$ cat config.mk
export PLATFORM = sky130hd
export DESIGN_NAME = owr_rst_seq
export DESIGN_NICKNAME = d
export VERILOG_FILES = /design/src/rtl/owr_pkg.sv /design/src/rtl/owr_sync.sv /design/src/rtl/owr_timing.sv /design/src/rtl/owr_timer.sv /design/src/rtl/owr_rst_seq.sv
export SDC_FILE = /design/constraint.sdc
export NUM_CORES = 1
export LEC_CHECK = 0
export ABC_AREA = 1
export BUFFER_PORTS_ARGS = -buffer_cell sky130_fd_sc_hd__buf_4
export CAP_MARGIN = 20
export CORE_MARGIN = 1.5
export CORE_UTILIZATION = 40
export CTS_CLUSTER_DIAMETER = 150
export CTS_CLUSTER_SIZE = 24
export DETAILED_ROUTE_END_ITERATION = 8
export GPL_ROUTABILITY_DRIVEN = 0
export SETUP_SLACK_MARGIN = 0.15
export SYNTH_ARGS = -nofsm -noshare
export SYNTH_HDL_FRONTEND = slang
export SYNTH_SLANG_ARGS = --single-unit
$ cat constraint.sdc
create_clock -name clk -period 2.1 [get_ports clk]
set_input_delay 0.21 -clock clk [delete_from_list [all_inputs] [get_ports clk]]
set_output_delay 0.21 -clock clk [all_outputs]
set_load 0.05 [all_outputs]
$ cat src/rtl/owr_pkg.sv
package owr_pkg;

    typedef enum logic [1:0] {
        SPD_STD  = 2'b00,
        SPD_OD   = 2'b01,
        SPD_FLEX = 2'b10,
        SPD_RSVD = 2'b11
    } owr_speed_e;

    typedef enum logic [1:0] {
        RES_PRESENT = 2'b00,
        RES_NONE    = 2'b01,
        RES_ALARM   = 2'b10,
        RES_SHORT   = 2'b11
    } owr_result_e;

    typedef enum logic [2:0] {
        ST_IDLE,
        ST_LOW,
        ST_SI,
        ST_PDT,
        ST_RECHK,
        ST_FILL
    } owr_state_e;

    function automatic int owr_max(input int a, input int b);
        return (a > b) ? a : b;
    endfunction

endpackage

$ cat src/rtl/owr_sync.sv
module owr_sync #(
    parameter int STAGES = 2
) (
    input  logic clk,
    input  logic rst_n,
    input  logic d,
    output logic q
);
    generate
        if (STAGES == 0) begin : g_bypass
            assign q = d;
        end else begin : g_chain
            logic [STAGES-1:0] stg_d;
            logic [STAGES-1:0] stg_q;

            for (genvar i = 0; i < STAGES; i++) begin : g_stage
                if (i == 0) begin : g_first
                    assign stg_d[i] = d;
                end else begin : g_next
                    assign stg_d[i] = stg_q[i-1];
                end
            end

            // bus idles high through the pullup, so reset to 1
            always_ff @(posedge clk) begin
                if (!rst_n) stg_q <= '1;
                else        stg_q <= stg_d;
            end

            assign q = stg_q[STAGES-1];
        end
    endgenerate
endmodule

$ cat src/rtl/owr_timing.sv
module owr_timing #(
    parameter int W          = 13,
    parameter int T_LOW_STD  = 512,
    parameter int T_LOW_OD   = 64,
    parameter int T_SI_STD   = 8,
    parameter int T_SI_OD    = 2,
    parameter int T_PDT_STD  = 64,
    parameter int T_PDT_OD   = 8,
    parameter int T_FILL_STD = 512,
    parameter int T_FILL_OD  = 64
) (
    input  logic         od,
    output logic [W-1:0] t_low,
    output logic [W-1:0] t_si,
    output logic [W-1:0] t_pdt,
    output logic [W-1:0] t_fill
);
    assign t_low  = od ? W'(T_LOW_OD)  : W'(T_LOW_STD);
    assign t_si   = od ? W'(T_SI_OD)   : W'(T_SI_STD);
    assign t_pdt  = od ? W'(T_PDT_OD)  : W'(T_PDT_STD);
    assign t_fill = od ? W'(T_FILL_OD) : W'(T_FILL_STD);
endmodule

$ cat src/rtl/owr_timer.sv
module owr_timer #(
    parameter int W = 13
) (
    input  logic         clk,
    input  logic         rst_n,
    input  logic         tick,
    input  logic         load,
    input  logic [W-1:0] load_val,
    output logic         expire
);
    logic [W-1:0] cnt_d, cnt_q;

    always_comb begin
        cnt_d = cnt_q;
        if (load)                     cnt_d = load_val;
        else if (tick && cnt_q != '0) cnt_d = cnt_q - W'(1);
    end

    always_ff @(posedge clk) begin
        if (!rst_n) cnt_q <= '0;
        else        cnt_q <= cnt_d;
    end

    // the N-th tick after a load of N ends the interval
    assign expire = tick && (cnt_q == W'(1));
endmodule

$ cat src/rtl/owr_rst_seq.sv
module owr_rst_seq
    import owr_pkg::*;
#(
    parameter int T_LOW_STD   = 512,
    parameter int T_LOW_OD    = 64,
    parameter int T_SI_STD    = 8,
    parameter int T_SI_OD     = 2,
    parameter int T_PDT_STD   = 64,
    parameter int T_PDT_OD    = 8,
    parameter int T_FILL_STD  = 512,
    parameter int T_FILL_OD   = 64,
    parameter int T_RECHK     = 4096,
    parameter int SYNC_STAGES = 2
) (
    input  logic       clk,
    input  logic       rst_n,
    input  logic       tick_us,
    input  logic       start,
    input  logic [1:0] speed,
    input  logic       bus_in,
    output logic       pull_low,
    output logic       busy,
    output logic       done,
    output logic [1:0] result
);
    localparam int T_MAX = owr_max(owr_max(T_LOW_STD, T_FILL_STD), T_RECHK);
    localparam int CNT_W = $clog2(T_MAX + 1);

    typedef struct packed {
        owr_state_e  st;
        logic        od;
        owr_result_e pend;
        owr_result_e res;
        logic        done;
    } seq_s;

    seq_s seq_d, seq_q;

    logic             bus_s;
    logic             od_sel;
    logic             tmr_load;
    logic [CNT_W-1:0] tmr_val;
    logic             tmr_exp;
    logic [CNT_W-1:0] t_low, t_si, t_pdt, t_fill;

    owr_sync #(.STAGES(SYNC_STAGES)) i_sync (
        .clk   (clk),
        .rst_n (rst_n),
        .d     (bus_in),
        .q     (bus_s)
    );

    // speed is taken from the port only while idle, then from the latched copy
    assign od_sel = (seq_q.st == ST_IDLE) ? (speed == SPD_OD) : seq_q.od;

    owr_timing #(
        .W          (CNT_W),
        .T_LOW_STD  (T_LOW_STD),
        .T_LOW_OD   (T_LOW_OD),
        .T_SI_STD   (T_SI_STD),
        .T_SI_OD    (T_SI_OD),
        .T_PDT_STD  (T_PDT_STD),
        .T_PDT_OD   (T_PDT_OD),
        .T_FILL_STD (T_FILL_STD),
        .T_FILL_OD  (T_FILL_OD)
    ) i_timing (
        .od     (od_sel),
        .t_low  (t_low),
        .t_si   (t_si),
        .t_pdt  (t_pdt),
        .t_fill (t_fill)
    );

    owr_timer #(.W(CNT_W)) i_timer (
        .clk      (clk),
        .rst_n    (rst_n),
        .tick     (tick_us),
        .load     (tmr_load),
        .load_val (tmr_val),
        .expire   (tmr_exp)
    );

    always_comb begin
        seq_d      = seq_q;
        seq_d.done = 1'b0;
        tmr_load   = 1'b0;
        tmr_val    = '0;
        unique case (seq_q.st)
            ST_IDLE: begin
                if (start) begin
                    seq_d.st = ST_LOW;
                    seq_d.od = od_sel;
                    tmr_load = 1'b1;
                    tmr_val  = t_low;
                end
            end
            ST_LOW: begin
                if (tmr_exp) begin
                    seq_d.st = ST_SI;
                    tmr_load = 1'b1;
                    tmr_val  = t_si;
                end
            end
            ST_SI: begin
                if (tmr_exp) begin
                    tmr_load = 1'b1;
                    if (bus_s) begin
                        seq_d.st = ST_PDT;
                        tmr_val  = t_pdt;
                    end else begin
                        seq_d.st = ST_RECHK;
                        tmr_val  = CNT_W'(T_RECHK);
                    end
                end
            end
            ST_PDT: begin
                if (tmr_exp) begin
                    seq_d.st   = ST_FILL;
                    seq_d.pend = bus_s ? RES_NONE : RES_PRESENT;
                    tmr_load   = 1'b1;
                    tmr_val    = t_fill;
                end
            end
            ST_RECHK: begin
                if (tmr_exp) begin
                    if (!bus_s) begin
                        seq_d.st   = ST_IDLE;
                        seq_d.res  = RES_SHORT;
                        seq_d.done = 1'b1;
                    end else begin
                        seq_d.st   = ST_FILL;
                        seq_d.pend = RES_ALARM;
                        tmr_load   = 1'b1;
                        tmr_val    = t_fill;
                    end
                end
            end
            ST_FILL: begin
                if (tmr_exp) begin
                    seq_d.st   = ST_IDLE;
                    seq_d.res  = seq_q.pend;
                    seq_d.done = 1'b1;
                end
            end
            default: seq_d.st = ST_IDLE;
        endcase
    end

    always_ff @(posedge clk) begin
        if (!rst_n) begin
            seq_q.st   <= ST_IDLE;
            seq_q.od   <= 1'b0;
            seq_q.pend <= RES_PRESENT;
            seq_q.res  <= RES_PRESENT;
            seq_q.done <= 1'b0;
        end else begin
            seq_q <= seq_d;
        end
    end

    assign pull_low = (seq_q.st == ST_LOW);
    assign busy     = (seq_q.st != ST_IDLE);
    assign done     = seq_q.done;
    assign result   = seq_q.res;
endmodule

==> reports/results.ini <==
[outcome]
status=complete, no violations

[cts]
cts_setup_buffers=0
ctsResizeCount=0
cts.reportedPaths.clkPinSlew_ns=0.10
cts-root-buf=clkbuf_8
h-tree-depth=1
cts_sinks=24
cts_tree=yes
clock_latency_ns=0.27
cts-buffers-inserted=3
hold_buffers=0
cts_buffer_depth=2

[floorplan]
rows=21
dieHeight_um=63.70
io_pins=12
core_sq_um=3442
initial_core_util_pct=42.82
die_x_um=63.70
dieArea_sq_um=4058

[min_path]
hp-class=input pin to flop
whs_path_depth=2
hold_end=i_sync.g_chain.stg_q[0]
hold_start=bus_in

[layout]
fin_area_sq_um=1665
final_util_pct=48.38
drive_gt1_share_pct=18.61
n_antenna_cell=0
final_common_cell=nand2_1
fin_nets=242
area_growth_syn_to_layout_pct=12.99
final_cell_mix=57 x nand2_1, 35 x nor2_1, 24 x dfxtp_1, 21 x inv_1, 13 x nand3_1

[setup_path]
arrival_ns=1.83
cp_top_family=simple AND/OR/NAND/NOR gates
worstSetupPathType=flop to flop
cp-start-kind=flop
cp_data_required_time_ns=2.31
end_kind=flop
crit_path_cell_trace=inv_1, ha_1, nand2_1, nor2_4, nand2_2, nor2_1, nand2_1, o21ai_0, a21oi_1, nor2_1
r2r_slack_ns=0.48
worst-path-buf-inv=1
timing.reg2reg.worst_path_depth=10
crit_fanout=7
critPathMaxStageDelay_ns=0.33
crit_slowest_cell=dfxtp_1
r2r_start=i_timer.cnt_q[1]
r2r_end=i_timer.cnt_q[9]

[power]
clockPowerShare_pct=15.5
p_per_area_nw_per_um2=1622
worst_ir_drop_vdd_mv=0.7032
swShare_pct=49.69
p_comb_share_pct=57.7
switchingPower_w=0.001342
cellLeakagePower_nw=0.7635
p_int_w=0.001359
p_seq_share_pct=26.8

[synthesis]
synth_cells=219
synth-async-reset-ratio_pct=0
ys_seq_area_share_pct=32.60
ys.flop_type=dfxtp_1
synth_edf_count=0
ys_types=30
synth_nets=229
synth_seq_cells=24
yosysWarnings=0
synth.avg_cell_area_sq_um=6.730
syn_area_sq_um=1474

[grt]
grtUsageMet3_pct=2.143
use_met2_pct=25.00
first_global_vias=1244
grt_usage_pct=17.22
grt_pass1_wl_um=5623
grt-ovfl-total=0
top_usage_layer=met1
antenna_found_initial=0
grtUsageMet1_pct=26.34
grt_max_degree=15

[route]
wl_per_cell_um=11.34
drtAntennaViolNets=0
drc=0
drt_iter0_markers=75
vias_per_cell=4.816
dr.pass1.iters=4
routed_wl_um=3142
vias=1334

[placed_design]
hpwl_um=2340
io_buffers=11
place_area_sq_um=1594

[sta]
whs_ns=0.1125
rsz0062_at_grt=no
period_needed_ns=1.619
fmax_mhz=617.8
worst_pin_slew_ns=0.3301
slew_violations=0
relSlewSlack_pct=77.79
min_period_over_period_pct=77.08
tns_ns=0
setup_viol=0
fin_skew_ns=0.008562
final_hold_viol_count=0

[run]
max-cap-violations=0

-- layout make-up --
cell class              instances  area, sq um
clock buffers                   3        41.29
clock inverters                 1        30.03
fillers                       371         1777
inverters                      26        111.4
multi-input cells             166        862.1
flip-flops and latches         24        480.5
well taps                      46        57.56
repair buffers                 11        82.58
-- routing by layer --
metal	wire length (um)	vias up
met3	135	2
met5	0	-
met1	1695	587
li1	-	721
met2	1289	24
met4	22	0
-- through the flow --
step	setup WS (ns)	instances	power [W]
after floorplan	0.5406	219	0.001973
after global placement	0.5097	273	0.002306
after detailed placement	0.5185	273	0.002293
after CTS	0.4793	277	0.002720
after global routing	0.2906	277	0.002978
final	0.4814	277	0.002701
-- state kept, by name (all words and copies together) (netlist names) --
register / cells
i_timer.cnt_q: 13
seq_q: 6
i_sync.g_chain.stg_q: 2
result: 2
done: 1
-- how the worst max path moves through the flow --
stage                          start  cells after the start                to  slack, ns
finish              i_timer.cnt_q[1]                     10  i_timer.cnt_q[9]       0.48
global placement    i_timer.cnt_q[1]                      9  i_timer.cnt_q[7]       0.51
floorplan                   seq_q[6]                      6  i_timer.cnt_q[3]       0.54
detailed placement  i_timer.cnt_q[1]                      9  i_timer.cnt_q[5]       0.52
CTS                 i_timer.cnt_q[1]                     10  i_timer.cnt_q[9]       0.48
global route        i_timer.cnt_q[1]                     10  i_timer.cnt_q[9]       0.29
-- cell families (layout without fill, tap and decap cells) --
| kind of cell | Yosys count | in the layout | share of synthesized area, % |
|---|---|---|---|
| XOR/XNOR | 3 | 3 | 1.783 |
| flip-flops | 24 | 24 | 32.60 |
| adder cells (fa/ha/maj) | 3 | 3 | 2.547 |
| AO/OA/AOI/OAI | 24 | 24 | 8.744 |
| buffers and inverters | 29 | 41 | 9.253 |
| AND/OR/NAND/NOR | 136 | 136 | 45.08 |
-- worst register-to-register path, stage by stage, from the launching register on --
cell and delay (ns):
dfxtp_1 0.33, inv_1 0.14, ha_1 0.19, nand2_1 0.09, nor2_4 0.21, nand2_2 0.12
nor2_1 0.14, nand2_1 0.06, o21ai_0 0.11, a21oi_1 0.07, nor2_1 0.10
-- synthesized netlist by cell type (3+ instances only) --
master / n / share of area, %
a21oi_1: 12 / 4.1
dfxtp_1: 24 / 33
ha_1: 3 / 2.5
inv_1: 21 / 5.3
inv_2: 4 / 1.0
nand2_1: 57 / 15
nand2_2: 5 / 2.1
nand3_1: 13 / 4.4
nand4_1: 4 / 1.7
nor2_1: 35 / 8.9
nor2_2: 4 / 1.7
nor2_4: 4 / 3.1
nor3_1: 3 / 1.0
nor3b_2: 3 / 2.5
o21ai_0: 6 / 2.0
-- power groups by stage --
stage                     clock [W]  combinational, W  sequential (W)
final                      0.000419           0.00156        0.000724
after global placement            0           0.00158        0.000730
after detailed placement          0           0.00156        0.000732
after CTS                  0.000428           0.00157        0.000723
after global routing       0.000444           0.00179        0.000746
after floorplan                   0           0.00127        0.000699
Power figures use the tool's default switching activity.
